==> src/rtl/nibalu_pkg.sv <==
package nibalu_pkg;

   localparam int CCR_W   = 4;
   localparam int CCR_C   = 3;
   localparam int CCR_B   = 2;
   localparam int CCR_I   = 1;
   localparam int CCR_RSV = 0;

   typedef enum logic [3:0] {
      OP_ADD  = 4'd0,
      OP_ADDC = 4'd1,
      OP_SUB  = 4'd2,
      OP_SUBB = 4'd3,
      OP_AND  = 4'd4,
      OP_OR   = 4'd5,
      OP_XOR  = 4'd6,
      OP_SHL  = 4'd8,
      OP_SHR  = 4'd9,
      OP_ROL  = 4'd10,
      OP_ROR  = 4'd11
   } alu_op_e;

   typedef enum logic [2:0] {
      FC_NONE    = 3'd0,
      FC_SET_BC  = 3'd1,
      FC_TOG_B   = 3'd2,
      FC_LOAD    = 3'd3,
      FC_DIS_INT = 3'd4
   } flag_cmd_e;

   typedef enum logic [1:0] {
      CLS_NONE  = 2'd0,
      CLS_CARRY = 2'd1,
      CLS_BOOL  = 2'd2
   } op_cls_e;

endpackage

==> src/rtl/nibalu_adder.sv <==
module nibalu_adder #(
   parameter int DATA_W = 4,
   parameter bit RIPPLE = 1'b1
) (
   input  logic [DATA_W-1:0] x,
   input  logic [DATA_W-1:0] y,
   input  logic              ci,
   output logic [DATA_W-1:0] sum,
   output logic              co
);

   localparam int EXT_W = DATA_W + 1;

   generate
      if (RIPPLE) begin : g_ripple
         logic [DATA_W:0] chain;
         assign chain[0] = ci;
         for (genvar i = 0; i < DATA_W; i++) begin : g_bit
            assign sum[i]     = x[i] ^ y[i] ^ chain[i];
            assign chain[i+1] = (x[i] & y[i]) | (chain[i] & (x[i] ^ y[i]));
         end
         assign co = chain[DATA_W];
      end else begin : g_flat
         logic [EXT_W-1:0] total;
         assign total = {1'b0, x} + {1'b0, y} + {{DATA_W{1'b0}}, ci};
         assign sum   = total[DATA_W-1:0];
         assign co    = total[DATA_W];
      end
   endgenerate

endmodule

==> src/rtl/nibalu_core.sv <==
module nibalu_core
   import nibalu_pkg::*;
#(
   parameter int DATA_W = 4,
   parameter bit RIPPLE = 1'b1
) (
   input  logic [3:0]        op_sel,
   input  logic [DATA_W-1:0] a,
   input  logic [DATA_W-1:0] b,
   input  logic              cin,
   output logic [DATA_W-1:0] res,
   output logic              cout,
   output logic              res_zero,
   output op_cls_e           cls
);

   localparam int MSB = DATA_W - 1;

   logic [DATA_W-1:0] add_y;
   logic              add_ci;
   logic [DATA_W-1:0] add_sum;
   logic              add_co;

   always_comb begin
      add_y  = b;
      add_ci = 1'b0;
      case (op_sel)
         OP_ADDC: add_ci = cin;
         OP_SUB: begin
            add_y  = ~b;
            add_ci = 1'b1;
         end
         OP_SUBB: begin
            add_y  = ~b;
            add_ci = ~cin;
         end
         default: ;
      endcase
   end

   nibalu_adder #(.DATA_W(DATA_W), .RIPPLE(RIPPLE)) u_add (
      .x   (a),
      .y   (add_y),
      .ci  (add_ci),
      .sum (add_sum),
      .co  (add_co)
   );

   always_comb begin
      res  = a;
      cout = cin;
      cls  = CLS_NONE;
      case (op_sel)
         OP_ADD, OP_ADDC: begin
            res  = add_sum;
            cout = add_co;
            cls  = CLS_CARRY;
         end
         OP_SUB, OP_SUBB: begin
            res  = add_sum;
            cout = ~add_co;
            cls  = CLS_CARRY;
         end
         OP_AND: begin
            res = a & b;
            cls = CLS_BOOL;
         end
         OP_OR: begin
            res = a | b;
            cls = CLS_BOOL;
         end
         OP_XOR: begin
            res = a ^ b;
            cls = CLS_BOOL;
         end
         OP_SHL: begin
            res  = {a[MSB-1:0], 1'b0};
            cout = a[MSB];
            cls  = CLS_CARRY;
         end
         OP_SHR: begin
            res  = {1'b0, a[MSB:1]};
            cout = a[0];
            cls  = CLS_CARRY;
         end
         OP_ROL: begin
            res  = {a[MSB-1:0], cin};
            cout = a[MSB];
            cls  = CLS_CARRY;
         end
         OP_ROR: begin
            res  = {cin, a[MSB:1]};
            cout = a[0];
            cls  = CLS_CARRY;
         end
         default: ;
      endcase
   end

   assign res_zero = (res == '0);

endmodule

==> src/rtl/nibalu_flagreg.sv <==
module nibalu_flagreg
   import nibalu_pkg::*;
(
   input  logic             clk,
   input  logic             rst_n,
   input  logic             alu_en,
   input  op_cls_e          cls,
   input  logic             new_c,
   input  logic             res_zero,
   input  logic [2:0]       cmd,
   input  logic [CCR_W-1:0] load_val,
   output logic [CCR_W-1:0] ccr_q
);

   logic [CCR_W-1:0] ccr_d;

   always_comb begin
      ccr_d = ccr_q;
      if (alu_en) begin
         case (cls)
            CLS_CARRY: begin
               ccr_d[CCR_C] = new_c;
               ccr_d[CCR_B] = new_c;
            end
            CLS_BOOL: ccr_d[CCR_B] = res_zero;
            default: ;
         endcase
      end else begin
         case (cmd)
            FC_SET_BC: begin
               ccr_d[CCR_C] = 1'b1;
               ccr_d[CCR_B] = 1'b1;
            end
            FC_TOG_B:   ccr_d[CCR_B] = ~ccr_q[CCR_B];
            FC_LOAD:    ccr_d = load_val;
            FC_DIS_INT: ccr_d[CCR_I] = 1'b0;
            default: ;
         endcase
      end
      ccr_d[CCR_RSV] = 1'b0;
   end

   always_ff @(posedge clk or negedge rst_n) begin
      if (!rst_n) ccr_q <= '0;
      else        ccr_q <= ccr_d;
   end

endmodule

==> src/rtl/nibalu_top.sv <==
module nibalu_top
   import nibalu_pkg::*;
#(
   parameter int DATA_W = 4,
   parameter bit RIPPLE = 1'b1
) (
   input  logic              clk,
   input  logic              rst_n,
   input  logic              op_valid,
   input  logic [3:0]        op_sel,
   input  logic [DATA_W-1:0] a_in,
   input  logic [DATA_W-1:0] b_in,
   input  logic [2:0]        flag_cmd,
   input  logic [3:0]        flag_load,
   output logic [DATA_W-1:0] result,
   output logic [3:0]        ccr,
   output logic              branch_take
);

   generate
      if (DATA_W < 2) begin : g_bad_width
         $error("nibalu_top: DATA_W must be at least 2");
      end
   endgenerate

   logic    alu_cout;
   logic    alu_zero;
   op_cls_e alu_cls;

   nibalu_core #(.DATA_W(DATA_W), .RIPPLE(RIPPLE)) u_core (
      .op_sel   (op_sel),
      .a        (a_in),
      .b        (b_in),
      .cin      (ccr[CCR_C]),
      .res      (result),
      .cout     (alu_cout),
      .res_zero (alu_zero),
      .cls      (alu_cls)
   );

   nibalu_flagreg u_flags (
      .clk      (clk),
      .rst_n    (rst_n),
      .alu_en   (op_valid),
      .cls      (alu_cls),
      .new_c    (alu_cout),
      .res_zero (alu_zero),
      .cmd      (flag_cmd),
      .load_val (flag_load),
      .ccr_q    (ccr)
   );

   assign branch_take = ccr[CCR_B];

endmodule

==> config.mk <==
export PLATFORM = sky130hd
export DESIGN_NAME = nibalu_top
export DESIGN_NICKNAME = d
export VERILOG_FILES = /design/src/rtl/nibalu_pkg.sv /design/src/rtl/nibalu_adder.sv /design/src/rtl/nibalu_core.sv /design/src/rtl/nibalu_flagreg.sv /design/src/rtl/nibalu_top.sv
export SDC_FILE = /design/constraint.sdc
export NUM_CORES = 1
export LEC_CHECK = 0
export ABC_AREA = 1
export ABC_CLOCK_PERIOD_IN_PS = 4400
export BUFFER_PORTS_ARGS = -buffer_cell sky130_fd_sc_hd__buf_2
export CAP_MARGIN = 20
export CORE_MARGIN = 8
export CORE_UTILIZATION = 45
export CTS_CLUSTER_DIAMETER = 120
export DETAILED_ROUTE_END_ITERATION = 6
export GPL_ROUTABILITY_DRIVEN = 0
export HOLD_SLACK_MARGIN = 0.02
export PLACE_DENSITY_LB_ADDON = 0.1
export SLEW_MARGIN = 20
export SYNTH_ARGS = -nofsm -noshare
export SYNTH_HDL_FRONTEND = slang
export SYNTH_SLANG_ARGS = --single-unit
==> constraint.sdc <==
create_clock -name clk -period 4.4 [get_ports clk]
set_clock_uncertainty 0.1 [all_clocks]
set_input_delay 0.88 -clock clk [delete_from_list [all_inputs] [get_ports clk]]
set_output_delay 0.88 -clock clk [all_outputs]
set_load 0.01 [all_outputs]
Yosys cells after proc, flatten, opt, wreduce, memory -nomap -nowiden
Cells that the tools add are included.

word-level totals
  bits in registers = 3

cells by class
  eq/ne operators = 18
  muxes and demuxes = 11
  bitwise gates (word level) = 28
  reductions and logical operators = 15

operator list
  kind                                                              number
  4-bit case mux with 8 select lines                                1
  4-bit == test (second input constant)                             4
  4-bit by 3-bit == test with 1-bit output (second input constant)  3
  1-bit AND                                                         8
  4-bit by 2-bit == test with 1-bit output (second input constant)  2
  4-bit logical NOT                                                 2
  2-bit OR reduction                                                4
  8-bit OR reduction                                                1
  1-bit XOR                                                         8
  3-bit by 2-bit == test with 1-bit output (second input constant)  2
  1-bit case mux with 2 select lines                                3
  1-bit case mux with 3 select lines                                2
  2-bit AND reduction                                               3
  4-bit AND                                                         1
  4-bit by 1-bit == test with 1-bit output (second input constant)  1
  4-bit 2-to-1 mux                                                  1
  1-bit NOT                                                         4
  4-bit NOT                                                         1
  1-bit bitwise OR                                                  4
  4-bit bitwise OR                                                  1
  1-bit case mux with 4 select lines                                1
  2-bit case mux with 2 select lines                                1
  4-bit nonzero test                                                1
  4-bit OR reduction                                                1
  other kinds (12)                                                  12

Depth between registers and ports, before layout
Gate-level depths: netlist of run 1.

  word-level depth = 16
  depth in mapped cells = 19

By module
Synthesis of run 1 repeated with hierarchy kept, for this count alone.

second synthesis, totals
  cell total of the unflattened synthesis = 177
  area total of the unflattened synthesis = 974.7 µm²

modules (own cells, without submodules)
  module          instances  cells an instance  area an instance (µm²)  seq. area each (µm²)
  nibalu_core     1          114                570.5                   0.0
  nibalu_flagreg  1          48                 279.0                   75.1
  nibalu_adder    1          14                 117.6                   0.0
  nibalu_top      1          1                  7.5                     0.0

Least setup slack after synthesis of run 1
Ideal clock, no wire load.

  path type = input port to output port
  from = input port op_sel[2]
  to = output port result[3]
  arrival time = 3.317 ns
  required time = 3.420 ns
  slack = 0.103 ns
  stages on the path = 14
  buffers on the path = 1
  cells stage by stage = buf_6 > nor2_1 > nand2_1 > xor2_1 > fa_1 > inv_1 > fa_1 > inv_1 > fa_1 > fa_1 > nand2_1 > nand2_1 > nor2_1 > nand3_2

on the way
  word-level cells in the longest chain between the ends = 12
  elaborated cells on any way between the ends = 30
  those cells by class = 10 x eq/ne; 3 x mux; 14 x bitwise; 3 x reduce/logical

ends and longest elaborated chain
  element                                   line                                  source
  start: declaration                        nibalu_top.sv:10                      input logic [3:0] op_sel,
  4-bit by 2-bit == test with 1-bit output  nibalu_core.sv:27, nibalu_core.sv:53
  2-bit OR reduction (no line)              n/a
  4-bit 2-to-1 mux                          n/a
  1-bit XOR                                 nibalu_adder.sv:20                    assign chain[i+1] = (x[i] & y[i]) | (chain[i] & (x[i] ^ y[i]));
  1-bit AND                                 nibalu_adder.sv:20
  1-bit bitwise OR                          nibalu_adder.sv:20
  1-bit AND                                 nibalu_adder.sv:20
  1-bit bitwise OR                          nibalu_adder.sv:20
  1-bit AND                                 nibalu_adder.sv:20
  1-bit bitwise OR                          nibalu_adder.sv:20
  1-bit XOR                                 nibalu_adder.sv:19                    assign sum[i] = x[i] ^ y[i] ^ chain[i];
  4-bit case mux with 8 select lines (*)    nibalu_core.sv:53                     case (op_sel)
  end: declaration                          nibalu_top.sv:15                      output logic [DATA_W-1:0] result,

Every way passes the cells marked *; elsewhere a longest branch is shown, timed or not.

Final worst setup path of run 1
  from = input port op_sel[1]
  to = output port result[3]

Same word-level chain as after synthesis.

==> flow_summary.ini, run 1 <==
[power_and_ir_drop]
p_leak_nw = 0.659
p_per_area_nw_per_um2 = 177
peakVddDrop_v = 0.000167
totalPowerFinal_mw = 0.210

[critical_path]
worstPathRequired_ps = 3420
crit_type = in -> out
crit_top_cell = fa_1
critPathLaunch = op_sel[1]
cp_max_fo = 4
r2r-end = u_flags.ccr_q[2]
r2r_start = u_flags.ccr_q[3]
worstPathArrival_ps = 3300
crit_slowest_cell = fa_1
rrSetupSlack_ps = 1100
cp_cell_sequence = buf_2 -> a21oi_1 -> a2111oi_4 -> buf_4 -> fa_1 -> inv_1 -> fa_1 -> inv_1 -> fa_2 -> fa_1 -> nand2_1 -> nand2_1 -> nor2_1 -> nand3_2 -> buf_2
cp-start-kind = input pin
endpoint_kind = primary output
worstSetupEndpoint = result[3]
r2r.worst_path.cells = 18
cpPeakStageDelay_ps = 430

[clocking]
post-cts-setup-buffers = 0
htree_levels = 1
cts_buffers = 3
cts_tree = yes
clock_path_buffers = 2
clkSinkCount = 3
path_clk_slew_ps = 40
clk_latency_ps = 240
root_buffer = clkbuf_4

[sta]
fmax_mhz = 234
setup_viol = 0
hold_violations = 0
slew_viol_final = 0
min_period_ps = 4280
timing.setup.tns_ps = 0
timing.final.ws_setup_ps = 121
min_period_over_period = 0.973

[final_layout]
largest_reg_flops = 3
drive_above_1_share = 0.339
regMostFlops = u_flags.ccr_q
fillers = 205
area_growth_pct = 26.6
diodes = 0
final_nets = 218
reg_top3 = u_flags.ccr_q: 3 flops

[logic_synthesis]
synth-xor-area-share = 0.0374
ys_seq_area_frac = 0.0802
postSynthCellCount = 148
synth-simple-area-share = 0.440
netlist_area_um2 = 936
syn_avg_cell_area_um2 = 6.32
synth_fa_ha_area_frac = 0.193
ys_warn_count = 0
synth_mux_area_frac = 0
yosysUniqueCellTypes = 28
syn-num-nets = 182
synth_compound_area_frac = 0.0989
ys_ff_latch = 3
synth_top_family_by_area = simple AND/OR/NAND/NOR gates

[placed_design]
pre_cts_slack_ps = 49.9
post-dp-hpwl_mm = 2.12
portBuffers = 28

[drt]
wl_per_cell_um = 12.1
antenna_left = 0
initialDrtViolationCount = 43
num_vias = 1014
routed_wl_mm = 2.54
dr.pass1.iters = 4
routed_via_density = 4.83
drcViolationCount = 0

[die]
core-area_um2 = 1960
num_rows = 16
die-height_um = 61.6
die_x_um = 61.6
start_util = 0.477
die_area_um2 = 3800
ios = 31

[worst_hold_path]
hold_class = in -> async

[outcome]
status = finished, final reports clean

[global_route]
grt_max_degree = 13
grt_pass1_wl_mm = 4.20
grt_remaining_overflow = 0
grt_usage = 0.143
antenna_found_initial = 0
grt_pass1_vias = 1003

[job]
max_cap_violations = 0
[worst min-delay path by stage]
stage                      from                to  slack [ps]  cells past startpoint
2_1_floorplan  u_flags.ccr_q[2]  u_flags.ccr_q[2]         450                      2
3_3_place_gp   u_flags.ccr_q[1]  u_flags.ccr_q[1]         420                      2
3_5_place_dp   u_flags.ccr_q[2]  u_flags.ccr_q[2]         450                      2
4_1_cts                   rst_n  u_flags.ccr_q[2]         320                      1
5_1_grt                   rst_n  u_flags.ccr_q[2]         320                      1
6_report                  rst_n  u_flags.ccr_q[2]         320                      1
[cells in the mapped netlist, drive strengths merged]
cell / instances / area [µm²]
a2111oi: 1 / 8.76
a21oi: 5 / 25.0
a22oi: 1 / 7.51
a31oi: 1 / 6.26
buf: 6 / 50.0
clkinv: 1 / 8.76
conb: 1 / 3.75
dfrtp: 3 / 75.1
fa: 4 / 80.1
ha: 8 / 100
inv: 21 / 78.8
nand2: 35 / 136
nand3: 20 / 115
nand3b: 4 / 30.0
nor2: 25 / 124
o211ai: 1 / 12.5
o21ai: 5 / 25.0
o31ai: 1 / 7.51
or2: 1 / 6.26
xor2: 4 / 35.0
[cell families (layout without fill, tap and decap cells)]
group                    Yosys count  in the layout
other                              1              1
flip-flops                         3              3
AO/OA/AOI/OAI                     15             15
AND/OR/NAND/NOR                   85             85
adder cells (fa/ha/maj)           12             12
buffers and inverters             28             63
XOR/XNOR                           4              4
[cell usage in the layout, fill, tap and decap left out, types with 3 or more instances in the layout]
cell type / synthesis / final
a21oi_1: 5 / 5
buf_2: 1 / 28
buf_4: 3 / 9
clkbuf_4: 0 / 3
dfrtp_1: 3 / 3
fa_1: 4 / 3
ha_1: 8 / 8
inv_1: 17 / 17
inv_2: 4 / 4
nand2_1: 33 / 32
nand2_2: 2 / 3
nand3_1: 17 / 17
nand3_2: 3 / 3
nand3b_1: 4 / 4
nor2_1: 19 / 18
nor2_2: 3 / 3
nor2_4: 3 / 4
o21ai_0: 4 / 4
xor2_1: 4 / 4
[metal layers]
metal,track usage,share of wire,wire length (µm),vias to the layer above
li1,-,-,-,536
met1,0.198,0.49,1250,450
met2,0.227,0.44,1130,28
met3,0.0251,0.068,172,0
met4,0.0195,0,0,0
met5,0,0,0,-
[worst max-delay path: cells and delay by family]
kind,cells,cell delay (ps)
and+or+nand+nor,4,320
adders and majority gates,4,1280
AOI/OAI and AO/OA,2,270
buffers and inverters,5,550
[final cells by class]
class	count	area, µm²	area share
Clock buffer	4	26.3	0.0222
Inverter	22	87.6	0.0739
Multi-Input combinational cell	117	754	0.637
Sequential cell	3	75.1	0.0634
Tap cell	27	33.8	0.0285
Timing Repair Buffer	37	208	0.175
[power breakdown]
part | leakage [nW] | internal, mW | total (mW) | switching, mW
clock network | 0.0150 | 0.0342 | 0.0514 | 0.0172
logic | 0.608 | 0.0493 | 0.120 | 0.0707
registers | 0.0357 | 0.0326 | 0.0388 | 0.00622
[what timing repair did]
action | CTS | global route
endpoints found under the hold margin | 0 | 0
hold buffers | 0 | 0
setup endpoints to repair | 0 | 1
resized for setup | 0 | 7
[metrics by stage]
stage	area, µm²	util	instances	hold WS [ps]
finish	1180	0.604	210	323
global route	1180	0.604	210	319
CTS	1150	0.588	210	318
detailed placement	1130	0.575	206	454
global placement	1130	0.575	206	425
floorplan	936	-	148	449
Note: power is estimated with default switching activity, not from simulation.
==> run 2: changes to the inputs <==
--- a/config.mk
+++ b/config.mk
@@ -5,12 +5,12 @@
 export SDC_FILE = /design/constraint.sdc
 export NUM_CORES = 1
 export LEC_CHECK = 0
-export ABC_AREA = 1
 export ABC_CLOCK_PERIOD_IN_PS = 4400
 export BUFFER_PORTS_ARGS = -buffer_cell sky130_fd_sc_hd__buf_2
 export CAP_MARGIN = 20
 export CORE_MARGIN = 8
-export CORE_UTILIZATION = 45
+export CORE_UTILIZATION = 47
+export CTS_BUF_LIST = sky130_fd_sc_hd__clkbuf_8
 export CTS_CLUSTER_DIAMETER = 120
 export DETAILED_ROUTE_END_ITERATION = 6
 export GPL_ROUTABILITY_DRIVEN = 0
==> run 2 against run 1 <==
Combinational power is 5% higher. Sequential power hardly changed. The flow now finishes with violations (negative setup slack). Largest cell class unchanged. Highest routed layer unchanged. Register-to-register slack better by 60 ps. Final cell count is 16% lower. Hold slack better by 30 ps.
==> flow_summary.ini, run 2 <==
[outcome]
status = finished, violations left
failed_checks = negative setup slack

[power_and_ir_drop]
p_comb_frac = 0.523
seq_power_share = 0.161
p_switching_mw = 0.0919
totalPowerFinal_mw = 0.242
peakVddDrop_v = 0.000140
clock_power_share = 0.316
p_per_area_nw_per_um2 = 207
p_int_mw = 0.150
p_leak_nw = 0.564
swShare = 0.380

[clocking]
htree_levels = 1
clk_latency_ps = 210
clkSinkCount = 3
root_buffer = clkbuf_8
cts_tree = yes
cts_buffers = 3
post-cts-setup-buffers = 0
path_clk_slew_ps = 30
clock_path_buffers = 2

[logic_synthesis]
ys_ff_latch = 3
syn_avg_cell_area_um2 = 7.53
ys_seq_area_frac = 0.0824
synth_top_cell_area_share = 0.110
yosys_most_used_dff = dfrtp_1
netlist_area_um2 = 911
synth_compound_area_frac = 0.262
synth_mux_area_frac = 0.0440
ys_warn_count = 0
postSynthCellCount = 121
synth-simple-area-share = 0.225
synth_most_common_cell = inv_1
synth_top_family_by_area = compound AO/OA/AOI/OAI gates
synth-xor-area-share = 0.0577
ys_top_cells_by_count = inv_1 (11), nor2_1 (9), ha_1 (8), nand2_1 (7), o21ai_0 (7)
yosysUniqueCellTypes = 44
synth-async-reset-ratio = 1.00
synth.area.top_cells = ha_1 (11%), fa_1 (8.8%), dfrtp_1 (8.2%), inv_1 (4.5%), mux2i_1 (4.4%)
syn-num-nets = 155
synth_top_area_cell = ha_1
synth_fa_ha_area_frac = 0.198
synth_edf_count = 0

[drt]
drcViolationCount = 0
wl_per_cell_um = 14.3
num_vias = 969
antenna_left = 0
routed_via_density = 5.47
initialDrtViolationCount = 42
dr.pass1.iters = 4
routed_wl_mm = 2.54

[sta]
fmax_mhz = 219
min_period_ps = 4560
slew_viol_final = 0
fin_hold_ws_ps = 353
setup_viol = 1
rsz0062_at_grt = true
timing.final.ws_setup_ps = -164
min_period_over_period = 1.04
hold_violations = 0
timing.setup.tns_ps = -164

[placed_design]
portBuffers = 28
post-dp-hpwl_mm = 2.00
place_inst = 173
postPlaceCellArea_um2 = 1110

[final_layout]
final_cells = 177
reg_top3 = u_flags.ccr_q: 3 flops
area_growth_pct = 28.4
final_cell_mix = buf_2 (28), inv_1 (12), buf_4 (9)
fillers = 180
final_common_cell = buf_2
largest_reg_flops = 3
diodes = 0
drive_above_1_share = 0.353
regMostFlops = u_flags.ccr_q
final_nets = 185
design_area_um2 = 1170

[critical_path]
crit_slowest_cell = fa_1
crit_family = adder cells
worstPathArrival_ps = 3580
cp-start-kind = input pin
endpoint_kind = primary output
crit_type = in -> out
cpPeakStageDelay_ps = 490
crit_buf_inv = 5
crit_top_cell = fa_1
worstPathRequired_ps = 3420
cp_cell_sequence = buf_2 -> buf_4 -> xor2_1 -> nor3_2 -> fa_1 -> inv_1 -> fa_1 -> inv_1 -> fa_2 -> fa_1 -> nor2_1 -> o32ai_2 -> o32ai_2 -> nor2_2 -> buf_2
cp_max_fo = 5

[die]
die-height_um = 60.0
ios = 31
die_area_um2 = 3600
num_rows = 16
start_util = 0.479
die_x_um = 60.0
core-area_um2 = 1900

[global_route]
grt_usage = 0.147
grt_pass1_vias = 923
grt_remaining_overflow = 0
antenna_found_initial = 0
grt_pass1_wl_mm = 4.20
grt_max_degree = 22

[job]
max_cap_violations = 0

[worst_hold_path]
hold_class = in -> async
## run 2: worst reg2reg max path: cells and delay by family (launching register included)
| kind | cells | cell delay (ps) |
|---|---|---|
| AND/OR/NAND/NOR | 5 | 490 |
| XOR/XNOR | 1 | 190 |
| flip-flops | 1 | 440 |
| adder cells (fa/ha/maj) | 4 | 1340 |
| AO/OA/AOI/OAI | 2 | 430 |
| buffers and inverters | 2 | 130 |
## run 2: layout make-up
cell class / count / area (µm²) / area share
Clock buffer: 3 / 41.3 / 0.0353
Clock inverter: 1 / 3.75 / 0.00321
Inverter: 12 / 45.0 / 0.0385
Multi-Input combinational cell: 94 / 763 / 0.652
Sequential cell: 3 / 75.1 / 0.0642
Tap cell: 27 / 33.8 / 0.0289
Timing Repair Buffer: 37 / 208 / 0.178
## run 2: power groups by stage
stage | clock network, mW | logic [mW] | registers [mW]
5_1_grt | 0.0802 | 0.141 | 0.0397
6_report | 0.0763 | 0.126 | 0.0390
4_1_cts | 0.0774 | 0.126 | 0.0389
3_3_place_gp | 0 | 0.122 | 0.0387
2_1_floorplan | 0 | 0.0849 | 0.0394
3_5_place_dp | 0 | 0.124 | 0.0389
## run 2: metrics by stage
| step | util | worst slack, ps |
|---|---|---|
| 2_1_floorplan | - | -55.7 |
| 3_3_place_gp | 0.585 | -191 |
| 3_5_place_dp | 0.585 | -222 |
| 4_1_cts | 0.613 | -156 |
| 5_1_grt | 0.615 | -285 |
| 6_report | 0.615 | -164 |
## run 2: path summary, 6_finish.rpt
check	from	endpoint	slack, ps	cells after the start
worst min-delay path	rst_n	u_flags.ccr_q[1]	350	1
worst min register to register	u_flags.ccr_q[1]	u_flags.ccr_q[1]	420	1
min in group clk	u_flags.ccr_q[1]	u_flags.ccr_q[1]	420	1
worst max register to register	u_flags.ccr_q[3]	u_flags.ccr_q[2]	1160	14
max in group asynchronous	rst_n	u_flags.ccr_q[3]	3740	1
worst max-delay path	op_sel[1]	result[3]	-160	15
## run 2: kinds of logic after synthesis
| kind of cell | after synthesis |
|---|---|
| mux | 4 |
| simple gates | 39 |
| flops | 3 |
| compound gates | 32 |
| fa+ha+maj | 12 |
| xor+xnor | 6 |
| other cells | 1 |
| buf+inv | 24 |
## run 2: routing by layer
metal,routed length [µm],vias up,part of all wire,track usage
met5,0,-,0,0
met4,0,0,0,0.0238
met3,187,0,0.074,0.0151
met2,1220,38,0.48,0.249
met1,1130,452,0.44,0.197
li1,-,479,-,-
## run 2: repair_timing
item | CTS | global route
endpoints found under the setup margin | 1 | 2
hold endpoints to repair | 0 | 0
hold buffers | 0 | 0
pin swaps | 3 | 0
gates resized for setup | 2 | 1
